`config.mk`:
```
export PLATFORM = sky130hd
export DESIGN_NAME = i2cs_slave
export DESIGN_NICKNAME = d
export VERILOG_FILES = /design/src/rtl/i2cs_pkg.sv /design/src/rtl/i2cs_line_sync.sv /design/src/rtl/i2cs_addr_match.sv /design/src/rtl/i2cs_slave.sv
export SDC_FILE = /design/constraint.sdc
export NUM_CORES = 1
export LEC_CHECK = 0
export BUFFER_PORTS_ARGS = -buffer_cell sky130_fd_sc_hd__buf_2
export CORE_MARGIN = 2
export CORE_UTILIZATION = 40
export DETAILED_ROUTE_END_ITERATION = 16
export GPL_TIMING_DRIVEN = 1
export SLEW_MARGIN = 40
export SYNTH_ARGS = -nofsm -noshare
export SYNTH_HDL_FRONTEND = slang
export SYNTH_SLANG_ARGS = --single-unit
```
`constraint.sdc`:
```
create_clock -name clk_i -period 2.8 [get_ports clk_i]
set_clock_uncertainty 0.05 [all_clocks]
set_input_delay 0.28 -clock clk_i [delete_from_list [all_inputs] [get_ports clk_i]]
set_output_delay 0.28 -clock clk_i [all_outputs]
set_load 0.005 [all_outputs]
```
`src/rtl/i2cs_pkg.sv`:
```
package i2cs_pkg;

    localparam int ST_W = 8;

    typedef enum logic [2:0] {
        PH_IDLE,   // not addressed, waiting for START
        PH_ADDR,   // shifting in address frame
        PH_AACK,   // driving address acknowledge
        PH_RXD,    // receiving data bits
        PH_RACK,   // acknowledge slot after a received byte
        PH_TXD,    // transmitting data bits
        PH_TACK    // master acknowledge slot after a sent byte
    } phase_e;

    localparam logic [ST_W-1:0] ST_OWN_W   = 8'h60;
    localparam logic [ST_W-1:0] ST_GC      = 8'h70;
    localparam logic [ST_W-1:0] ST_RX_ACK  = 8'h80;
    localparam logic [ST_W-1:0] ST_RX_NACK = 8'h88;
    localparam logic [ST_W-1:0] ST_GC_ACK  = 8'h90;
    localparam logic [ST_W-1:0] ST_GC_NACK = 8'h98;
    localparam logic [ST_W-1:0] ST_END     = 8'hA0;
    localparam logic [ST_W-1:0] ST_OWN_R   = 8'hA8;
    localparam logic [ST_W-1:0] ST_TX_ACK  = 8'hB8;
    localparam logic [ST_W-1:0] ST_TX_NACK = 8'hC0;
    localparam logic [ST_W-1:0] ST_TX_LAST = 8'hC8;
    localparam logic [ST_W-1:0] ST_NONE    = 8'hF8;

endpackage

```
`src/rtl/i2cs_line_sync.sv`:
```
module i2cs_line_sync #(
    parameter int STAGES = 2
) (
    input  logic clk_i,
    input  logic rst_ni,
    input  logic line_i,
    output logic level_o,
    output logic rise_o,
    output logic fall_o
);

    logic [STAGES-1:0] sync_q, sync_d;
    logic              prev_q, prev_d;

    always_comb begin
        sync_d = {sync_q[STAGES-2:0], line_i};
        prev_d = sync_q[STAGES-1];
    end

    always_ff @(posedge clk_i or negedge rst_ni) begin
        if (!rst_ni) begin
            sync_q <= '1;
            prev_q <= 1'b1;
        end else begin
            sync_q <= sync_d;
            prev_q <= prev_d;
        end
    end

    assign level_o = sync_q[STAGES-1];
    assign rise_o  = sync_q[STAGES-1] & ~prev_q;
    assign fall_o  = ~sync_q[STAGES-1] & prev_q;

endmodule

```
`src/rtl/i2cs_addr_match.sv`:
```
module i2cs_addr_match #(
    parameter int ADDR_W = 7
) (
    input  logic [ADDR_W:0]   frame_i,
    input  logic [ADDR_W-1:0] own_i,
    input  logic              gc_en_i,
    input  logic              enable_i,
    input  logic              ack_en_i,
    output logic              hit_o,
    output logic              gc_hit_o
);

    logic own_hit;
    logic bcast;

    always_comb begin
        bcast    = (frame_i[ADDR_W:1] == '0);
        own_hit  = !bcast && (frame_i[ADDR_W:1] == own_i);
        gc_hit_o = bcast && gc_en_i && !frame_i[0];
        hit_o    = enable_i && ack_en_i && (own_hit || gc_hit_o);
    end

endmodule

```
`src/rtl/i2cs_slave.sv`:
```
module i2cs_slave
    import i2cs_pkg::*;
#(
    parameter int ADDR_W      = 7,
    parameter int SYNC_STAGES = 2
) (
    input  logic                clk_i,
    input  logic                rst_ni,
    input  logic                enable_i,
    input  logic                ack_en_i,
    input  logic                gc_en_i,
    input  logic [ADDR_W-1:0]   own_addr_i,
    input  logic                flag_clr_i,
    input  logic                data_wr_i,
    input  logic [ADDR_W:0]     data_i,
    output logic [ADDR_W:0]     rx_data_o,
    output logic [ST_W-1:0]     status_o,
    output logic                irq_o,
    input  logic                scl_i,
    input  logic                sda_i,
    output logic                scl_oe_o,
    output logic                sda_oe_o
);

    localparam int DATA_W = ADDR_W + 1;
    localparam int CNT_W  = $clog2(DATA_W + 1);
    localparam logic [CNT_W-1:0] LAST_BIT = CNT_W'(DATA_W);

    typedef struct packed {
        phase_e            ph;
        logic [CNT_W-1:0]  cnt;
        logic [DATA_W-1:0] sh;
        logic              rw;
        logic              gc;
        logic              ack;
        logic              last;
        logic              irq;
        logic              hold;
        logic [ST_W-1:0]   st;
        logic [DATA_W-1:0] rxd;
    } regs_t;

    regs_t q, d;

    // index 0: clock line, index 1: data line
    logic [1:0] lines, lvl, rise, fall;
    assign lines = {sda_i, scl_i};

    for (genvar i = 0; i < 2; i++) begin : g_sync
        i2cs_line_sync #(.STAGES(SYNC_STAGES)) u_sync (
            .clk_i   (clk_i),
            .rst_ni  (rst_ni),
            .line_i  (lines[i]),
            .level_o (lvl[i]),
            .rise_o  (rise[i]),
            .fall_o  (fall[i])
        );
    end

    logic bus_start, bus_stop;
    assign bus_start = fall[1] & lvl[0];
    assign bus_stop  = rise[1] & lvl[0];

    logic hit, gc_hit;
    i2cs_addr_match #(.ADDR_W(ADDR_W)) u_match (
        .frame_i  (q.sh),
        .own_i    (own_addr_i),
        .gc_en_i  (gc_en_i),
        .enable_i (enable_i),
        .ack_en_i (ack_en_i),
        .hit_o    (hit),
        .gc_hit_o (gc_hit)
    );

    logic addressed;

    always_comb begin
        d = q;
        addressed = q.ph inside {PH_RXD, PH_RACK, PH_TXD, PH_TACK};

        if (flag_clr_i) begin
            d.irq  = 1'b0;
            d.hold = 1'b0;
        end
        if (data_wr_i && q.ph == PH_TXD && q.cnt == '0) begin
            d.sh   = data_i;
            d.last = ~ack_en_i;
        end

        if (!enable_i) begin
            d.ph   = PH_IDLE;
            d.cnt  = '0;
            d.irq  = 1'b0;
            d.hold = 1'b0;
        end else if (bus_start || bus_stop) begin
            if (addressed) begin
                d.irq  = 1'b1;
                d.hold = 1'b0;
                d.st   = ST_END;
            end
            d.ph  = bus_start ? PH_ADDR : PH_IDLE;
            d.cnt = '0;
        end else begin
            unique case (q.ph)
                PH_ADDR, PH_RXD: begin
                    if (rise[0]) begin
                        d.sh  = {q.sh[DATA_W-2:0], lvl[1]};
                        d.cnt = q.cnt + 1'b1;
                    end else if (fall[0] && q.cnt == LAST_BIT) begin
                        d.cnt = '0;
                        if (q.ph == PH_RXD) begin
                            d.ph  = PH_RACK;
                            d.ack = ack_en_i;
                        end else if (hit) begin
                            d.ph = PH_AACK;
                            d.rw = q.sh[0];
                            d.gc = gc_hit;
                        end else begin
                            d.ph = PH_IDLE;
                        end
                    end
                end
                PH_AACK: begin
                    if (fall[0]) begin
                        d.irq  = 1'b1;
                        d.hold = 1'b1;
                        d.st   = q.gc ? ST_GC : (q.rw ? ST_OWN_R : ST_OWN_W);
                        d.ph   = q.rw ? PH_TXD : PH_RXD;
                        d.sh   = '1;
                    end
                end
                PH_RACK: begin
                    if (fall[0]) begin
                        d.irq  = 1'b1;
                        d.hold = 1'b1;
                        d.rxd  = q.sh;
                        if (q.gc) d.st = q.ack ? ST_GC_ACK : ST_GC_NACK;
                        else      d.st = q.ack ? ST_RX_ACK : ST_RX_NACK;
                        d.ph   = q.ack ? PH_RXD : PH_IDLE;
                    end
                end
                PH_TXD: begin
                    if (rise[0]) begin
                        d.cnt = q.cnt + 1'b1;
                    end else if (fall[0]) begin
                        if (q.cnt == LAST_BIT) begin
                            d.ph  = PH_TACK;
                            d.cnt = '0;
                            d.sh  = '1;
                        end else if (q.cnt != '0) begin
                            d.sh = {q.sh[DATA_W-2:0], 1'b1};
                        end
                    end
                end
                PH_TACK: begin
                    if (rise[0]) begin
                        d.ack = ~lvl[1];
                    end else if (fall[0]) begin
                        d.irq  = 1'b1;
                        d.hold = 1'b1;
                        d.sh   = '1;
                        if (!q.ack) begin
                            d.st = ST_TX_NACK;
                            d.ph = PH_IDLE;
                        end else if (q.last) begin
                            d.st = ST_TX_LAST;
                            d.ph = PH_IDLE;
                        end else begin
                            d.st = ST_TX_ACK;
                            d.ph = PH_TXD;
                        end
                    end
                end
                default: ;
            endcase
        end
    end

    always_ff @(posedge clk_i or negedge rst_ni) begin
        if (!rst_ni) begin
            q <= '{ph: PH_IDLE, cnt: '0, sh: '1, rw: 1'b0, gc: 1'b0,
                   ack: 1'b0, last: 1'b0, irq: 1'b0, hold: 1'b0,
                   st: ST_NONE, rxd: '0};
        end else begin
            q <= d;
        end
    end

    assign irq_o     = q.irq;
    assign status_o  = q.irq ? q.st : ST_NONE;
    assign rx_data_o = q.rxd;
    assign scl_oe_o  = q.irq & q.hold;
    assign sda_oe_o  = (q.ph == PH_AACK)
                     | ((q.ph == PH_RACK) & q.ack)
                     | ((q.ph == PH_TXD) & ~q.sh[DATA_W-1]);

endmodule

```
* After elaboration in Yosys (flattened, before gate mapping)
Cells that the tools add are included.
Widths: inputs -> output; s select.
** Operators by class
- Equal/unequal tests :: 31
- Reductions and logical operators :: 25
- Multiplexer cells :: 57
- Add/subtract/negate cells :: 1
- Bitwise logic cells :: 20
** Operator list (number)
- $mux 8 :: 10
- $mux 10 :: 5
- $mux 7 :: 6
- $mux 3 :: 12
- $pmux 8 s4 :: 1
- $pmux 10 s3 :: 1
- $mux 11 :: 2
- $reduce_and 7->1 :: 3
- $mux 18 :: 1
- $mux 4 :: 4
- $ne 4x2->1 const B :: 4
- $ne 4x4->1 const B :: 4
- $mux 15 :: 1
- $pmux 3 s5 :: 1
- $mux 2 :: 7
- $reduce_bool 4->1 :: 3
- $ne 5x2->1 const B :: 2
- $reduce_and 10->1 :: 1
- $and 1x1->1 :: 9
- $eq 3x3->1 const B :: 3
- $not 1->1 :: 9
- $logic_and 1x1->1 :: 8
- $ne 2x2->1 const B :: 4
- $pmux 4 s2 :: 1
- other kinds (24) :: 32
** Word-level totals
- Output and inout bits :: 19
- Bits in registers :: 43

* Depth between registers and ports, before layout
- Word-level depth :: 12
- Mapped depth :: 8
- Gate-level depth less buffers :: 7

* Modules after synthesis
From an unflattened synthesis, not the netlist that was laid out.
** Unflattened totals
- Cell total of the unflattened synthesis :: 285
- Area, all modules :: 2770.2 um^2
** Modules (own cells, without submodules)
- i2cs_slave :: sequential area each 867.1 um^2, instances 1, cells an instance 258, area each 2442.3 um^2
- i2cs_line_sync :: sequential area each 78.8 um^2, instances 2, cells an instance 5, area each 93.8 um^2
- i2cs_addr_match :: sequential area each 0.0 um^2, instances 1, cells an instance 17, area each 140.1 um^2

* Least setup slack after synthesis
OpenSTA, ideal clock, no wires.
- Path type :: reg2reg
- Start :: reg q[30] in the netlist's numbering
- End :: reg q[29] in the netlist's numbering
- Stages on the path, launching flop included :: 9
- Path slack :: 799 ps
- Clock period less this slack :: 2001 ps
- Arrival :: 1864 ps
- Data required time :: 2663 ps
- Path buffers :: 1
- Cell sequence :: dfrtp_1 > inv_1 > ha_1 > or3b_1 > buf_2 > nor2_8 > mux2_1 > o22ai_1 > o41ai_1
** RTL lines
- start: declaration :: RTL line i2cs_slave.sv:43 : regs_t q, d;
- start signal: assignment :: RTL line i2cs_slave.sv:181 : q <= '{ph: PH_IDLE, cnt: '0, sh: '1, rw: 1'b0, gc: 1'b0,

* Worst setup path after layout
- Start :: reg q[36] in the netlist's numbering
- End :: out sda_oe_o
** Between the ends
- Word-level cells in the longest chain between the ends :: 4
** RTL lines
- $eq 3x3->1 :: RTL line i2cs_slave.sv:194 : | ((q.ph == PH_RACK) & q.ack)
- $and 1x1->1 :: RTL line i2cs_slave.sv:194
- $or 1x1->1 :: RTL line i2cs_slave.sv:194
- $or 1x1->1 * :: RTL line i2cs_slave.sv:195 : | ((q.ph == PH_TXD) & ~q.sh[DATA_W-1]);
- end: declaration :: RTL line i2cs_slave.sv:22 : output logic sda_oe_o
Every way passes the cells marked *; elsewhere a longest branch is shown, timed or not.

==> metrics.yaml <==
floorplan:
  ios: 43
  die_area_um2: 7290
  fp.dieH_um: 85.4
  core-area_um2: 6390
  start_util_pct: 41.5
  num_rows: 29
  die_width_um: 85.4
status:
  status: "completed"
global_route:
  antenna_found_initial: 0
  grt_pass1_vias: 2261
  globalRouteTotalUtil_pct: 18.8
  gr-total-overflow: 0
  grt_max_degree: 41
  grt_pass1_wl_um: 10900
yosys:
  ys.warnings.count: 0
  synth-seq-cells: 40
  yosysTopAreaCellShare_pct: 19.8
  syn_avg_cell_area_um2: 9.33
  synth-compound-area-share_pct: 20.2
  yosysTopAreaCell: "dfrtp_1"
  netlist_instances: 284
  yosysSeqAreaShare_pct: 38.7
  async_flop_share_pct: 100
  synthTopCellsByArea: "dfrtp_1, dfstp_2, nand2_1"
  synth_cell_type_count: 63
  yosys.area_share.simple_pct: 20.4
  synth_edf_count: 0
  synth_area_um2: 2650
  synth-adder-area-share_pct: 0.944
  ys.flop_type: "dfrtp_1"
  synth_top_family_by_area: "simple AND/OR/NAND/NOR gates"
  muxShareOfSynthArea_pct: 8.78
  synth-xor-area-share_pct: 3.59
setup_path:
  critPathKind: "reg2out"
  path_max_fanout: 17
  end_kind: "output pin"
  cp.required_ps: 2470
  crit_path_start_kind: "flop"
  cp.arrival_ps: 1920
routing:
  met2_length_um: 3010
  dr.pass1.iters: 4
  dr_wl_met3_um: 340
  highest_layer: "met4"
  antenna_left: 0
  drt-vias-per-instance: 5.65
  drc: 0
  avgRoutedWirePerCell_um: 16.1
  via_count: 2213
  route.final.wire_length_um: 6320
  wl_met1_um: 2880
  drt_iter0_markers: 129
pwr:
  power_density_nw_per_um2: 403
  ir_drop_v: 0.000269
  power.leakage_uw: 0.00121
  total_power_uw: 1200
sta:
  finalHoldViolCount: 0
  finalMaxSlewViolations: 0
  worst_pin_slew_ps: 721
  setup_viol_count_final: 0
  max_freq_ghz: 0.445
  max_slew_margin_pct: 51.8
  fin_setup_tns_ps: 0
  finalCriticalPeriod_ps: 2250
  rsz0062_at_grt: "no"
  period_share_pct: 80.3
worst_hold_path:
  worstHoldPathType: "in2reg"
clock_tree:
  root_buffer: "clkbuf_8"
  htreeDepth: 2
  cts-buffers-inserted: 5
  clk_latency_ps: 300
  cts.sinks: 40
  cts_buffer_depth: 2
  clkTransAtPathRegs_ps: 90
  cts_tree: "built"
final_layout:
  diodes: 0
  nFillCells: 640
  drive_gt1_share_pct: 28.6
  areaGrowthSynthToFinish_pct: 11.9
  fin_nets: 340
  fin_util_pct: 46.5
placed_design:
  hpwl_um: 4670
  gp_congestion: 0.876
  port_buffers: 39
run:
  maxCapViolations: 0
-- through the flow --
step | area [µm²] | std cells | setup WS [ps] | hold slack, ps
after floorplan | 2660 | 286 | 799 | -65.6
after global placement | 2840 | 383 | 696 | 296
after detailed placement | 2850 | 383 | 617 | 248
after CTS | 2970 | 392 | 606 | 9.60
after global routing | 2970 | 392 | 456 | 3.65
final | 2970 | 392 | 553 | 19.1
-- cell usage after synthesis, drive strengths merged, types with 3 or more instances --
master    n
nand2b    9
nor3      3
mux2     14
nor2     15
dfrtp    21
or3       3
a31oi     4
nor2b     9
and3      4
nand2    28
dfstp    19
mux2i     6
inv      11
a21oi    17
o21ai    13
o21a      3
and2      3
a22oi     3
o211ai    7
buf      22
nand3    13
clkbuf    3
xnor2     9
a2111oi   5
o22ai     6
-- state kept, by name, indices dropped and copies added (netlist names) --
register and cells:
q 25, g_sync.u_sync.prev_q 2, g_sync.u_sync.sync_q 4, irq_o 1, rx_data_o 8
-- logic make-up (layout without fill, tap and decap cells) --
logic type               count (synthesis)  after routing
multiplexers                            20             20
buffers and inverters                   36             65
XOR/XNOR                                10             10
other                                    1              3
AO/OA/AOI/OAI                           76             76
AND/OR/NAND/NOR                         99             99
flip-flops                              40             40
adder cells (fa/ha/maj)                  2              2
-- layout by cell type, fill, tap and decap left out, drive strengths merged, types with 6 or more instances in the layout --
cell	Yosys	routed
dfrtp	21	21
nand2	28	28
a21oi	17	17
dfstp	19	19
nand3	13	13
mux2	14	14
o21ai	13	13
o211ai	7	7
inv	11	11
xnor2	9	9
nand2b	9	9
nor2b	9	9
nor2	15	15
buf	22	45
mux2i	6	6
o22ai	6	6
-- where the power goes --
group / switching [µW] / total (µW) / internal, µW / leakage [µW]
clock network: 219 / 483 / 264 / 0.0000541
registers: 13.1 / 607 / 594 / 0.000485
logic: 64.3 / 106 / 41.4 / 0.000672
-- repair_timing --
| item | 4_1_cts | 5_1_grt |
|---|---|---|
| setup buffers | 0 | 0 |
| resized for setup | 0 | 0 |
| endpoints found under the hold margin | 21 | 0 |
| hold buffers | 1 | 0 |
-- layer usage --
layer / GRT usage (%) / vias up
met1: 24.5 / 1060
met5: 0 / -
met2: 31.1 / 65
li1: - / 1080
met4: 6.06 / 0
met3: 3.89 / 8
-- worst max-delay path, stage by stage, from the launching register on --
cell and delay [ps]:
dfrtp_1 680, nor2b_1 550, nand2_1 90, o21ai_0 130
buf_2 170
-- final timing paths --
| kind | from | end | slack [ps] | depth (start not counted) |
|---|---|---|---|---|
| max | q[36] | sda_oe_o | 550 | 4 |
| min | scl_i | g_sync[0].u_sync.sync_q[0] | 20 | 1 |
| max reg2reg | q[30] | q[29] | 600 | 7 |
| min reg2reg | g_sync[0].u_sync.sync_q[0] | g_sync[0].u_sync.sync_q[1] | 310 | 0 |
| max in group asynchronous | rst_ni | g_sync[1].u_sync.sync_q[0] | 1880 | 2 |
| min in group asynchronous | rst_ni | rx_data_o[4] | 430 | 2 |
-- final cells by class --
class / instances / area, µm² / share of cell area [%]
clock buffer: 5 / 68.8 / 2.32
clock inverter: 3 / 42.5 / 1.43
inverter: 11 / 41.3 / 1.39
multi-input combinational: 210 / 1440 / 48.5
sequential: 40 / 1020 / 34.5
tap: 77 / 96.3 / 3.25
timing repair buffer: 46 / 253 / 8.52
(Power assumes the default switching activity.)
